[src/rtl/lft_pkg.sv]
// Shared definitions for the lighting-control packet transmitter.
// Assumes: characters always carry 8 data bits.
package lft_pkg;
    localparam int DATA_W = 8;

    typedef enum logic [1:0] {
        ST_IDLE,
        ST_BREAK,
        ST_MARK,
        ST_DATA
    } lft_state_e;
endpackage

[src/rtl/lft_baud_gen.sv]
// Bit-period timer: emits bit_tick_o once every PRESCALE*OVERSAMPLE cycles while
// en_i is high, counted from the first enabled cycle.
// Assumes: counters restart whenever en_i is low.
module lft_baud_gen #(
    parameter int PRESCALE   = 4,
    parameter int OVERSAMPLE = 16
) (
    input  logic clk,
    input  logic rst_n,
    input  logic en_i,
    output logic bit_tick_o
);
    localparam int OSW     = (OVERSAMPLE > 1) ? $clog2(OVERSAMPLE) : 1;
    localparam int BIT_LEN = PRESCALE * OVERSAMPLE;

    logic           os_tick;
    logic [OSW-1:0] os_cnt;

    generate
        if (PRESCALE == 1) begin : g_noprescale
            assign os_tick = en_i;
        end else begin : g_prescale
            localparam int PW = $clog2(PRESCALE);
            logic [PW-1:0] pre_cnt;
            // Divide the clock down to the oversample rate.
            always_ff @(posedge clk) begin
                if (!rst_n || !en_i)                 pre_cnt <= '0;
                else if (pre_cnt == PW'(PRESCALE-1)) pre_cnt <= '0;
                else                                 pre_cnt <= pre_cnt + 1'b1;
            end
            assign os_tick = en_i && (pre_cnt == PW'(PRESCALE-1));
        end
    endgenerate

    // Count oversample ticks within one bit.
    always_ff @(posedge clk) begin
        if (!rst_n || !en_i)                     os_cnt <= '0;
        else if (os_tick) begin
            if (os_cnt == OSW'(OVERSAMPLE-1))    os_cnt <= '0;
            else                                 os_cnt <= os_cnt + 1'b1;
        end
    end

    assign bit_tick_o = os_tick && (os_cnt == OSW'(OVERSAMPLE-1));

    // Checker: cycles since the last tick, used to confirm the bit length.
    logic [31:0] gap_q;
    always_ff @(posedge clk) begin
        if (!rst_n || !en_i || bit_tick_o) gap_q <= '0;
        else                               gap_q <= gap_q + 1;
    end

    assert_bit_length_R4: assert property (@(posedge clk) disable iff (!rst_n)
        bit_tick_o |-> (gap_q == 32'(BIT_LEN - 1)));
endmodule

[src/rtl/lft_slot_file.sv]
// Programmable slot bytes: a live bank written from the port and a snapshot bank
// copied in one cycle on snap_i. Reads always come from the snapshot.
// Assumes: a write in the same cycle as snap_i reaches only the live bank.
module lft_slot_file #(
    parameter int SLOTS = 16,
    parameter int AW    = 4
) (
    input  logic                      clk,
    input  logic                      rst_n,
    input  logic                      wr_en_i,
    input  logic [AW-1:0]             wr_addr_i,
    input  logic [lft_pkg::DATA_W-1:0] wr_data_i,
    input  logic                      snap_i,
    input  logic [AW-1:0]             rd_idx_i,
    output logic [lft_pkg::DATA_W-1:0] rd_data_o
);
    logic [lft_pkg::DATA_W-1:0] live_q [SLOTS];
    logic [lft_pkg::DATA_W-1:0] snap_q [SLOTS];

    generate
        for (genvar i = 0; i < SLOTS; i++) begin : g_slot
            // Hold the software-written value of slot i.
            always_ff @(posedge clk) begin
                if (!rst_n)                                 live_q[i] <= '0;
                else if (wr_en_i && wr_addr_i == AW'(i))    live_q[i] <= wr_data_i;
            end
            // Freeze slot i for the packet being started.
            always_ff @(posedge clk) begin
                if (!rst_n)      snap_q[i] <= '0;
                else if (snap_i) snap_q[i] <= live_q[i];
            end
        end
    endgenerate

    assign rd_data_o = snap_q[rd_idx_i];
endmodule

[src/rtl/lft_char_shifter.sv]
// Serializes one character: start bit, DATA_W data bits LSB first, STOP_BITS
// stop bits. Shifts one bit per bit_tick_i; char_end_o flags the last bit's tick.
// Assumes: load_i may coincide with the final tick and then takes priority.
module lft_char_shifter #(
    parameter int STOP_BITS = 2
) (
    input  logic                       clk,
    input  logic                       rst_n,
    input  logic                       load_i,
    input  logic [lft_pkg::DATA_W-1:0] load_data_i,
    input  logic                       bit_tick_i,
    output logic                       tx_bit_o,
    output logic                       char_end_o
);
    localparam int FB = 1 + lft_pkg::DATA_W + STOP_BITS;
    localparam int IW = $clog2(FB);

    logic [FB-1:0] shreg_q;
    logic [IW-1:0] idx_q;

    // Load a framed character or shift the next bit onto the line.
    always_ff @(posedge clk) begin
        if (!rst_n) begin
            shreg_q <= '1;
            idx_q   <= '0;
        end else if (load_i) begin
            shreg_q <= {{STOP_BITS{1'b1}}, load_data_i, 1'b0};
            idx_q   <= '0;
        end else if (bit_tick_i) begin
            shreg_q <= {1'b1, shreg_q[FB-1:1]};
            idx_q   <= (idx_q == IW'(FB-1)) ? '0 : idx_q + 1'b1;
        end
    end

    assign tx_bit_o   = shreg_q[0];
    assign char_end_o = bit_tick_i && (idx_q == IW'(FB-1));

    assert_stop_bits_high_R4: assert property (@(posedge clk) disable iff (!rst_n)
        (int'(idx_q) > lft_pkg::DATA_W) |-> tx_bit_o);
endmodule

[src/rtl/lightframe_tx.sv]
// Top of the packet transmitter: break, mark, then PACKET_BYTES back-to-back
// characters, the first SLOT_COUNT from the slot file and the rest zero.
// Assumes: PACKET_BYTES > SLOT_COUNT, both break and mark at least one cycle.
module lightframe_tx #(
    parameter int CLK_PRESCALE = 4,
    parameter int OVERSAMPLE   = 16,
    parameter int BREAK_CYCLES = 1408,
    parameter int MARK_CYCLES  = 128,
    parameter int SLOT_COUNT   = 16,
    parameter int PACKET_BYTES = 512,
    parameter int STOP_BITS    = 2,
    localparam int SAW         = $clog2(SLOT_COUNT)
) (
    input  logic                       clk,
    input  logic                       rst_n,
    input  logic                       start_i,
    input  logic                       wr_en_i,
    input  logic [SAW-1:0]             wr_addr_i,
    input  logic [lft_pkg::DATA_W-1:0] wr_data_i,
    output logic                       busy_o,
    output logic                       done_o,
    output logic                       tx_o
);
    import lft_pkg::*;

    localparam int TMAX = (BREAK_CYCLES > MARK_CYCLES) ? BREAK_CYCLES : MARK_CYCLES;
    localparam int CW   = $clog2(TMAX + 1);
    localparam int BW   = $clog2(PACKET_BYTES + 1);

    lft_state_e          state_q;
    logic [CW-1:0]       cyc_q;
    logic [BW-1:0]       byte_q;
    logic [BW-1:0]       next_idx;
    logic                accept, mark_end, last_char;
    logic                bit_tick, char_end, shift_bit, load_char;
    logic [DATA_W-1:0]   slot_byte, load_byte;

    assign accept    = (state_q == ST_IDLE) && start_i;
    assign mark_end  = (state_q == ST_MARK) && (cyc_q == CW'(MARK_CYCLES-1));
    assign last_char = (byte_q == BW'(PACKET_BYTES-1));
    assign next_idx  = (state_q == ST_MARK) ? '0 : byte_q + 1'b1;
    assign load_char = mark_end || ((state_q == ST_DATA) && char_end && !last_char);
    assign load_byte = (int'(next_idx) < SLOT_COUNT) ? slot_byte : '0;

    lft_slot_file #(.SLOTS(SLOT_COUNT), .AW(SAW)) slots_i (
        .clk(clk), .rst_n(rst_n),
        .wr_en_i(wr_en_i), .wr_addr_i(wr_addr_i), .wr_data_i(wr_data_i),
        .snap_i(accept), .rd_idx_i(next_idx[SAW-1:0]), .rd_data_o(slot_byte)
    );

    lft_baud_gen #(.PRESCALE(CLK_PRESCALE), .OVERSAMPLE(OVERSAMPLE)) baud_i (
        .clk(clk), .rst_n(rst_n), .en_i(state_q == ST_DATA), .bit_tick_o(bit_tick)
    );

    lft_char_shifter #(.STOP_BITS(STOP_BITS)) shift_i (
        .clk(clk), .rst_n(rst_n), .load_i(load_char), .load_data_i(load_byte),
        .bit_tick_i(bit_tick), .tx_bit_o(shift_bit), .char_end_o(char_end)
    );

    // Packet sequencer: idle, timed break, timed mark, character stream.
    always_ff @(posedge clk) begin
        if (!rst_n) begin
            state_q <= ST_IDLE;
            cyc_q   <= '0;
            byte_q  <= '0;
            done_o  <= 1'b0;
        end else begin
            done_o <= 1'b0;
            unique case (state_q)
                ST_IDLE: if (start_i) begin
                    state_q <= ST_BREAK;
                    cyc_q   <= '0;
                end
                ST_BREAK: if (cyc_q == CW'(BREAK_CYCLES-1)) begin
                    state_q <= ST_MARK;
                    cyc_q   <= '0;
                end else cyc_q <= cyc_q + 1'b1;
                ST_MARK: if (mark_end) begin
                    state_q <= ST_DATA;
                    byte_q  <= '0;
                end else cyc_q <= cyc_q + 1'b1;
                ST_DATA: if (char_end) begin
                    if (last_char) begin
                        state_q <= ST_IDLE;
                        done_o  <= 1'b1;
                    end else byte_q <= byte_q + 1'b1;
                end
                default: state_q <= ST_IDLE;
            endcase
        end
    end

    // Line level for each phase.
    always_comb begin
        unique case (state_q)
            ST_BREAK: tx_o = 1'b0;
            ST_DATA:  tx_o = shift_bit;
            default:  tx_o = 1'b1;
        endcase
    end

    assign busy_o = (state_q != ST_IDLE);

    assert_idle_line_high_R8: assert property (@(posedge clk) disable iff (!rst_n)
        !busy_o |-> tx_o);
    assert_done_single_R8: assert property (@(posedge clk) disable iff (!rst_n)
        done_o |=> !done_o);
    assert_done_at_busy_fall_R8: assert property (@(posedge clk) disable iff (!rst_n)
        done_o |-> $fell(busy_o));
    assert_break_first_R2: assert property (@(posedge clk) disable iff (!rst_n)
        $rose(busy_o) |-> !tx_o);
    assert_start_ignored_R9: assert property (@(posedge clk) disable iff (!rst_n)
        (state_q == ST_DATA && start_i) |=> (state_q == ST_DATA || state_q == ST_IDLE));
endmodule

[config.mk]
export PLATFORM = sky130hd
export DESIGN_NAME = lightframe_tx
export DESIGN_NICKNAME = d
export VERILOG_FILES = /design/src/rtl/lft_pkg.sv /design/src/rtl/lft_baud_gen.sv /design/src/rtl/lft_slot_file.sv /design/src/rtl/lft_char_shifter.sv /design/src/rtl/lightframe_tx.sv
export SDC_FILE = /design/constraint.sdc
export NUM_CORES = 1
export LEC_CHECK = 0
export BUFFER_PORTS_ARGS = -buffer_cell sky130_fd_sc_hd__buf_2
export CORE_MARGIN = 2
export CORE_UTILIZATION = 45
export DETAILED_ROUTE_END_ITERATION = 7
export GPL_TIMING_DRIVEN = 0
export SLEW_MARGIN = 20
export SYNTH_ARGS = -nofsm -noshare
export SYNTH_HDL_FRONTEND = slang
export SYNTH_SLANG_ARGS = --single-unit
[constraint.sdc]
create_clock -name clk -period 5.3 [get_ports clk]
set_input_delay 1.06 -clock clk [delete_from_list [all_inputs] [get_ports clk]]
set_output_delay 1.06 -clock clk [all_outputs]
set_load 0.01 [all_outputs]
# Yosys cells after proc, flatten, opt, wreduce, memory -nomap -nowiden
# Memories as Yosys holds them, arrays and structs flattened.
# Index checks and enable logic that the tools add are counted.
[word_totals]
ff_bits = 43
latch_bits = 0
ramBits = 256
rom_bits = 0
input_bits = 16
output_inout_bits = 3
elab_cells = 226
mem_count = 2
[op_classes]
addsub = 5
mul = 0
n_div = 0
n_lt_le_gt_ge = 1
eq_ne = 31
n_shift = 0
muxes = 106
bitwise_logic = 33
reduce_logical = 40
[memory_table]
columns = ["memory", "depth", "width", "read_ports", "rd_clocked_by_memory_dff", "write_ports", "line_no", "rtl"]
rows = [
  ["slots_i.live_q", 16, 8, 16, 0, 16, "lft_slot_file.sv:17", "logic [lft_pkg::DATA_W-1:0] live_q [SLOTS];"],
  ["slots_i.snap_q", 16, 8, 1, 0, 16, "lft_slot_file.sv:18", "logic [lft_pkg::DATA_W-1:0] snap_q [SLOTS];"],
]
[ops]
columns = ["op", "n"]
rows = [
  ["$mux 8", 33],
  ["$mux 1", 53],
  ["$eq 4x4->1 const B", 10],
  ["$mux 10", 4],
  ["$mux 11", 3],
  ["$pmux 11 s3", 1],
  ["$or 1x1->1", 32],
  ["$logic_and 1x1->1", 23],
  ["$pmux 10 s2", 1],
  ["$mux 9", 2],
  ["$eq 4x3->1 const B", 4],
  ["$ne 2x2->1 const B", 7],
  ["$add 11x1->11 const B", 1],
  ["$eq 11x11->1 const B", 1],
  ["$eq 11x7->1 const B", 1],
  ["$add 10x1->10 const B", 1],
  ["$eq 10x9->1 const B", 1],
  ["$lt 10x5->1 const B", 1],
  ["$mux 2", 5],
  ["$add 4x1->4 const B", 2],
  ["$eq 4x2->1 const B", 2],
  ["$mux 4", 2],
  ["$pmux 2 s4", 1],
  ["$eq 2x2->1 const B", 3],
  ["15 further kinds", 22],
]

# Depth between registers and ports, before layout
# Gate-level depths: netlist of run 1.
[depth]
word_depth = 8
depth_mapped = 11
mapped_depth_nobuf = 8

# Hierarchy
# From an unflattened synthesis of run 1, not the netlist that was laid out.
[hier_totals]
hier_cells = 965
hier_area_um2 = 13206.4
[by_module_without_submodules]
columns = ["module", "n_inst", "cells_each", "area_each_um2", "seq_area_each_um2"]
rows = [
  ["lft_slot_file", 1, 666, 10702.8, 7687.4],
  ["lightframe_tx", 1, 206, 1595.3, 480.5],
  ["lft_char_shifter", 1, 64, 636.9, 260.2],
  ["lft_baud_gen", 1, 29, 271.5, 120.1],
]

# Least setup slack after synthesis of run 1
# Ideal clock, no wire load.
[synth_timing]
path_kind = "input -> register"
startpoint = "input rst_n"
endpoint = "memory slots_i.snap_q[0][0] (netlist bit), enable pin"
setup_time_ns = 1.111
t_arrival_ns = 3.740
required_ns = 4.189
path_slack_ns = 0.449
stages = 4
path_buffers = 3
path_cell_list = "buf_2 > buf_2 > buf_1 > nand2_1"
[synth_rtl]
columns = ["item", "line_no", "rtl"]
rows = [
  ["start: declaration", "lightframe_tx.sv:15", "input logic rst_n,"],
  ["end: declaration", "lft_slot_file.sv:18", ""],
]

# Final worst setup path of run 1
[layout_timing]
startpoint = "register state_q[0]"
endpoint = "output tx_o"
[layout_between]
elab_chain_cells = 2
elab_cells_between_ends = 3
classes_between = "eq/ne (2); mux (1)"
[layout_rtl]
columns = ["item", "line_no", "rtl"]
rows = [
  ["start: declaration", "lightframe_tx.sv:30", "lft_state_e state_q;"],
  ["start signal: assignment", "lightframe_tx.sv:63", "state_q <= ST_IDLE;"],
  ["start signal: assignment", "lightframe_tx.sv:71", "state_q <= ST_BREAK;"],
  ["start signal: assignment", "lightframe_tx.sv:75", "state_q <= ST_MARK;"],
  ["$eq 2x2->1 or $eq 2x1->1 (tied branches)", "lightframe_tx.sv:95", "unique case (state_q)"],
  ["$pmux 1 s2 *", "lightframe_tx.sv:95", ""],
  ["end: declaration", "lightframe_tx.sv:22", "output logic tx_o"],
]
# Every way passes the cells marked *; elsewhere a longest branch is shown, timed or not.

==> results.py, run 1 <==
metrics = {
    "yosys": {
        "syn_area_um2": 13380,
        "ys_async_sr_fraction": 0,
        "synth_enable_flop_cells": 256,
        "ys_types": 71,
        "ys.flop_type": "edfxtp_1",
        "synth_top_area_cell": "edfxtp_1",
        "syn_avg_cell_area_um2": 12.54,
        "synthCells": 1067,
        "yosysSeqAreaShare": 0.6387,
        "ys.warnings.count": 0,
        "ys_ff_latch": 299,
        "synth_top_area_frac": 0.5744,
        "syn_nets": 1093,
        "synth.area.top_cells": "edfxtp_1 57%, and2_1 12%, dfxtp_1 6.4%",
    },
    "job": {
        "maxCapViolCount": 0,
    },
    "worst_setup_path": {
        "crit_fanout": 10,
        "cp-start-kind": "flip-flop",
        "worstPathCellList": "ha_1, buf_4, clkbuf_1, mux2i_1, buf_2",
        "worstPathArrival_ps": 2230,
        "crit_required_ps": 4240,
        "crit_slowest_cell": "clkbuf_1",
        "critPathCaptureType": "primary output",
        "slowest_delay_ps": 450,
        "crit_type": "reg -> out",
    },
    "floorplan": {
        "rows": 63,
        "dieArea_um2": 31130,
        "fp.dieH_um": 176.5,
        "die-width_um": 176.5,
        "io_pins": 19,
        "coreArea_um2": 29480,
        "start_util": 0.4540,
    },
    "route": {
        "routed_wl_mm": 30.45,
        "num_vias": 8162,
        "drc_errors": 0,
        "wl_per_cell_um": 19.83,
        "drt_pass1_iterations": 5,
        "routed_via_density": 5.314,
        "drt_iter0_drc": 583,
        "antenna_left": 0,
    },
    "grt": {
        "grt_use_total": 0.2018,
        "grt_pass1_wl_mm": 46.90,
        "grt_max_degree": 47,
        "grt_overflow": 0,
        "antenna_found_initial": 0,
        "grt_pass1_vias": 8001,
    },
    "hold_path": {
        "hold_class": "reg -> reg",
    },
    "cts": {
        "cts_max_level": 2,
        "tritoncts": "yes",
        "clock-sinks": 299,
        "clkTransAtPathRegs_ps": 60,
        "clkLatencyLatePin_ps": 520,
        "postCtsSetupRepairBufs": 0,
        "cts_resized": 0,
        "ctsHoldBuffers": 0,
        "numCtsBuffers": 34,
        "root_buffer": "clkbuf_16",
        "clk_path_buf_depth": 3,
    },
    "sta": {
        "clock_skew_ps": 25.27,
        "worstMarginPinSlew_ps": 1045,
        "relSlewSlack": 0.2957,
        "rsz0062_at_grt": "false",
        "min_period_ps": 3291,
        "timing.final.crit_share": 0.6210,
        "final.setup.worst_slack_ps": 2009,
        "max_clock_freq_mhz": 303.8,
        "slew_viol_final": 0,
        "finalHoldViolCount": 0,
        "setup_viol": 0,
    },
    "place": {
        "place_hpwl_mm": 21.08,
        "dp_slack_ps": 1594,
        "placed_area_um2": 14000,
        "place_congestion": 0.8590,
        "numPortBuffers": 17,
    },
    "power_and_ir_drop": {
        "power_density_nw_per_um2": 397.8,
        "p_leak_nw": 5.472,
        "total_power_mw": 5.983,
        "max-vdd-ir-drop_v": 0.0002847,
    },
    "final_layout": {
        "nets": 1148,
        "area_growth_pct": 12.38,
        "drive_above_1_share": 0.1161,
        "n_antenna_cell": 0,
        "final_area_um2": 15040,
    },
    "run_status": {
        "status": "complete, no violations",
    },
}
[layout make-up]
class,count,area (um2)
Buffer,62,284.0
Fill cell,2592,14440
Clock buffer,46,948.4
Sequential cell,299,8548
Inverter,6,22.52
Tap cell,390,488.0
Timing Repair Buffer,19,125.1
Clock inverter,14,87.58
Multi-Input combinational cell,700,4536
[sequential cells by signal (all words and copies together) (netlist names)]
| name | count |
|---|---|
| byte_q | 10 |
| done_o | 1 |
| shift_i.shreg_q | 9 |
| state_q | 2 |
| slots_i.live_q | 128 |
| shift_i.idx_q | 4 |
| cyc_q | 11 |
| baud_i.os_cnt | 4 |
| slots_i.snap_q | 128 |
| baud_i.g_prescale.pre_cnt | 2 |
[worst max-delay path, delay by kind of cell, from the launching register on]
| family | cells | cell delay (ps) |
|---|---|---|
| buf+inv | 3 | 830 |
| flops | 1 | 420 |
| mux | 1 | 240 |
| fa+ha+maj | 1 | 230 |
[cell families after synthesis]
logic type	count (synthesis)	share of synthesized area
compound gates	142	0.07414
fa+ha+maj	10	0.009349
xor+xnor	15	0.01038
simple gates	501	0.2192
flops	299	0.6387
mux	32	0.02524
buf+inv	68	0.02291
[synth_stat cells (5+ instances only)]
cell type,count
and2_1,267
edfxtp_1,256
nand2_1,71
nor2_1,52
dfxtp_1,43
clkbuf_1,31
o21ai_0,30
nand3_1,26
buf_2,20
a21oi_1,19
mux2i_1,18
a211oi_1,17
nor2b_1,17
a31oi_1,14
mux2_2,14
o2111ai_1,13
nand4_1,12
ha_1,10
xnor2_1,9
a21boi_1,7
buf_4,7
o21a_1,7
a2111oi_0,6
a31o_1,6
inv_1,6
and3_1,5
nand3b_1,5
nor3_1,5
or3_1,5
xor2_1,5
[layer usage]
metal	global-route usage	routed length, um	share of wire	up-vias
met5	0	0	0	-
met4	0.06921	967	0.032	0
met3	0.02864	1480	0.049	55
met2	0.3229	13930	0.46	201
met1	0.2836	14070	0.46	3960
li1	-	-	-	3946
[layout by cell type (no fill, tap or decap), drive strengths merged, types with 4 or more instances in the layout]
cell type / instances
and2: 268
edfxtp: 256
clkbuf: 77
nand2: 72
nor2: 54
buf: 50
dfxtp: 43
o21ai: 35
nand3: 28
a21oi: 19
mux2i: 18
a211oi: 18
nor2b: 17
mux2: 14
a31oi: 14
nand4: 14
o2111ai: 13
clkinv: 13
ha: 10
xnor2: 9
a21boi: 9
o21a: 7
inv: 6
a2111oi: 6
a31o: 6
nor3: 6
xor2: 6
nand3b: 5
and3: 5
or3: 5
and4: 5
or2: 4
o22ai: 4
nand2b: 4
[report_power, final]
part,internal [mW],switching (mW)
clock,1.26,0.909
sequential,2.91,0.0954
combinational,0.269,0.535
[metrics by stage]
step | std cells | utilization | hold WS, ps | TNS, ps
finish | 1536 | 0.5101 | 430.9 | 0
global route | 1536 | 0.5101 | 456.9 | 0
CTS | 1536 | 0.5101 | 434.5 | 0
detailed placement | 1476 | 0.4750 | 426.2 | 0
global placement | 1474 | 0.4734 | 414.5 | -205310
floorplan | 1067 | - | 404.3 | 0
[path summary, 6_finish.rpt]
check / startpoint / to / slack (ps) / cells after the start
worst max-delay path: state_q[0] / tx_o / 2010 / 5
worst max register to register: state_q[0] / shift_i.shreg_q[6] / 2380 / 10
worst min-delay path: baud_i.g_prescale.pre_cnt[0] / baud_i.g_prescale.pre_cnt[0] / 430 / 1
worst min register to register: baud_i.g_prescale.pre_cnt[0] / baud_i.g_prescale.pre_cnt[0] / 430 / 1
(Power assumes the default switching activity.)
==> run 2: changes to the inputs <==
==> constraint.sdc (replaced) <==
create_clock -name clk -period 3.2 [get_ports clk]
set_input_delay 0.64 -clock clk [delete_from_list [all_inputs] [get_ports clk]]
set_output_delay 0.64 -clock clk [all_outputs]
set_load 0.01 [all_outputs]
==> run 2 against run 1 <==
Clock-buffer cell count rose by 1. Setup slack got worse by 1700 ps. Clock skew fell by 7.2 ps. Non-clock buffer count rose by 1. Global-route usage rose by 0.16 points. Sequential share of layout area fell by 0.22 points. Core utilization rose by 0.20 points. Register-to-register slack got worse by 2100 ps. Sequential power rose by 66%. Combinational power rose by 65%. Critical path type is now reg -> reg. Largest power group unchanged.
==> results.py, run 2 (synthesized netlist as in run 1, its figures left out) <==
metrics = {
    "run_status": {
        "status": "complete, no violations",
    },
    "place": {
        "dp_slack_ps": 234.7,
        "place_hpwl_mm": 21.29,
        "place_congestion": 0.8465,
        "numPortBuffers": 17,
    },
    "job": {
        "maxCapViolCount": 0,
    },
    "grt": {
        "grt_overflow": 0,
        "grt_pass1_vias": 7972,
        "antenna_found_initial": 1,
        "grt_max_degree": 94,
        "grt_use_total": 0.2034,
        "grt_pass1_wl_mm": 46.91,
    },
    "cts": {
        "clock-sinks": 299,
        "clkLatencyLatePin_ps": 520,
        "cts_max_level": 2,
        "postCtsSetupRepairBufs": 0,
        "root_buffer": "clkbuf_16",
        "clk_path_buf_depth": 3,
        "ctsHoldBuffers": 0,
        "tritoncts": "yes",
        "numCtsBuffers": 35,
        "clkTransAtPathRegs_ps": 60,
        "cts_resized": 0,
    },
    "final_layout": {
        "nets": 1150,
        "drive_above_1_share": 0.1165,
        "fill_cells": 2595,
        "multi_input_area_um2": 4544,
        "reg_top3": "slots_i.live_q: 128 flops, slots_i.snap_q: 128 flops, cyc_q: 11 flops",
        "area_growth_pct": 12.82,
        "n_antenna_cell": 0,
        "layout_commonest_cell": "and2_1",
        "layout_common_cells": "267 x and2_1, 256 x edfxtp_1, 70 x nand2_1",
        "utilization": 0.5121,
        "seq_area_um2": 8548,
    },
    "route": {
        "wl_per_cell_um": 20.07,
        "drt_iter0_drc": 585,
        "drt_pass1_iterations": 6,
        "dr_wl_met3_mm": 1.690,
        "dr.max_layer_used": "met4",
        "wl_met1_mm": 14.02,
        "drc_errors": 0,
        "detailroute.wirelength.met2_mm": 14.37,
        "antenna_left": 0,
        "routed_via_density": 5.290,
        "num_vias": 8147,
        "routed_wl_mm": 30.91,
    },
    "sta": {
        "relSlewSlack": 0.3082,
        "final.setup.worst_slack_ps": 286.0,
        "min_period_ps": 2914,
        "clock_skew_ps": 18.10,
        "worstMarginPinSlew_ps": 1027,
        "rsz0062_at_grt": "false",
        "final.setup.tns_ps": 0,
        "timing.final.crit_share": 0.9106,
        "setup_viol": 0,
        "finalHoldViolCount": 0,
        "slew_viol_final": 0,
        "max_clock_freq_mhz": 343.2,
    },
    "worst_setup_path": {
        "worstPathArrival_ps": 3310,
        "cp-start-kind": "flip-flop",
        "critPathCaptureType": "flip-flop",
        "slowest_delay_ps": 450,
        "path_buf_inv": 4,
        "crit_slowest_cell": "buf_1",
        "crit_fanout": 10,
        "critPathTopFamily": "buffers and inverters",
        "worstPathCellList": "inv_1, ha_1, buf_2, nand2b_1, buf_2, buf_1, a31oi_1, a31oi_1, a31o_1, a21oi_1",
        "rrSetupSlack_ps": 290,
        "crit_type": "reg -> reg",
        "crit_required_ps": 3590,
    },
    "power_and_ir_drop": {
        "p_int_mw": 7.509,
        "max-vdd-ir-drop_v": 0.0003259,
        "power_density_nw_per_um2": 668.7,
        "power.share.clock": 0.373,
        "p_leak_nw": 5.489,
        "p_seq_frac": 0.494,
        "combPwrFrac": 0.132,
        "swShare": 0.2562,
        "power.switching_mw": 2.586,
    },
    "floorplan": {
        "die-width_um": 176.5,
        "rows": 63,
        "coreArea_um2": 29480,
        "io_pins": 19,
        "dieArea_um2": 31130,
        "fp.dieH_um": 176.5,
        "start_util": 0.4540,
    },
    "hold_path": {
        "hold_class": "reg -> reg",
    },
}
==> run 2: per-stage QoR <==
| stage | hold WS (ps) | cell area, um2 | cells | total power, mW |
|---|---|---|---|---|
| finish | 436.1 | 15100 | 1540 | 10.10 |
| global route | 481.1 | 15100 | 1540 | 10.47 |
| CTS | 441.9 | 15100 | 1540 | 10.17 |
| detailed placement | 433.5 | 14010 | 1477 | 6.406 |
| global placement | 414.6 | 13960 | 1474 | 6.385 |
| floorplan | 404.3 | 13390 | 1067 | 5.892 |
==> run 2: path summary, 6_finish.rpt <==
kind / from / end / depth (start not counted)
max: state_q[0] / shift_i.shreg_q[4] / 10
min: baud_i.g_prescale.pre_cnt[0] / baud_i.g_prescale.pre_cnt[0] / 1
max reg2reg: state_q[0] / shift_i.shreg_q[4] / 10
min reg2reg: baud_i.g_prescale.pre_cnt[0] / baud_i.g_prescale.pre_cnt[0] / 1
==> run 2: worst register-to-register path, delay by kind of cell, from the launching register on <==
kind | cells | cell delay (ps)
simple gates | 1 | 240
fa+ha+maj | 1 | 150
buf+inv | 4 | 1090
flops | 1 | 360
compound gates | 4 | 950
==> run 2: power by group through the flow <==
stage	combinational, mW	clock (mW)	sequential (mW)
finish	1.33	3.77	4.99
global route	1.46	3.98	5.04
CTS	1.34	3.84	4.99
detailed placement	1.33	0	5.07
global placement	1.29	0	5.10
floorplan	0.883	0	5.01
==> run 2: cell type report <==
cell class | instances | share of cell area
buffer | 62 | 0.01881
sequential | 299 | 0.5662
clock inverter | 16 | 0.009364
inverter | 6 | 0.001492
clock buffer | 47 | 0.06240
tap | 390 | 0.03232
timing repair buffer | 20 | 0.008453
multi-input combinational | 700 | 0.3010
==> run 2: metal layers <==
metal,vias up,track usage
met1,3933,0.2841
met5,-,0
met3,53,0.03187
met4,0,0.06646
met2,213,0.3266
li1,3948,-
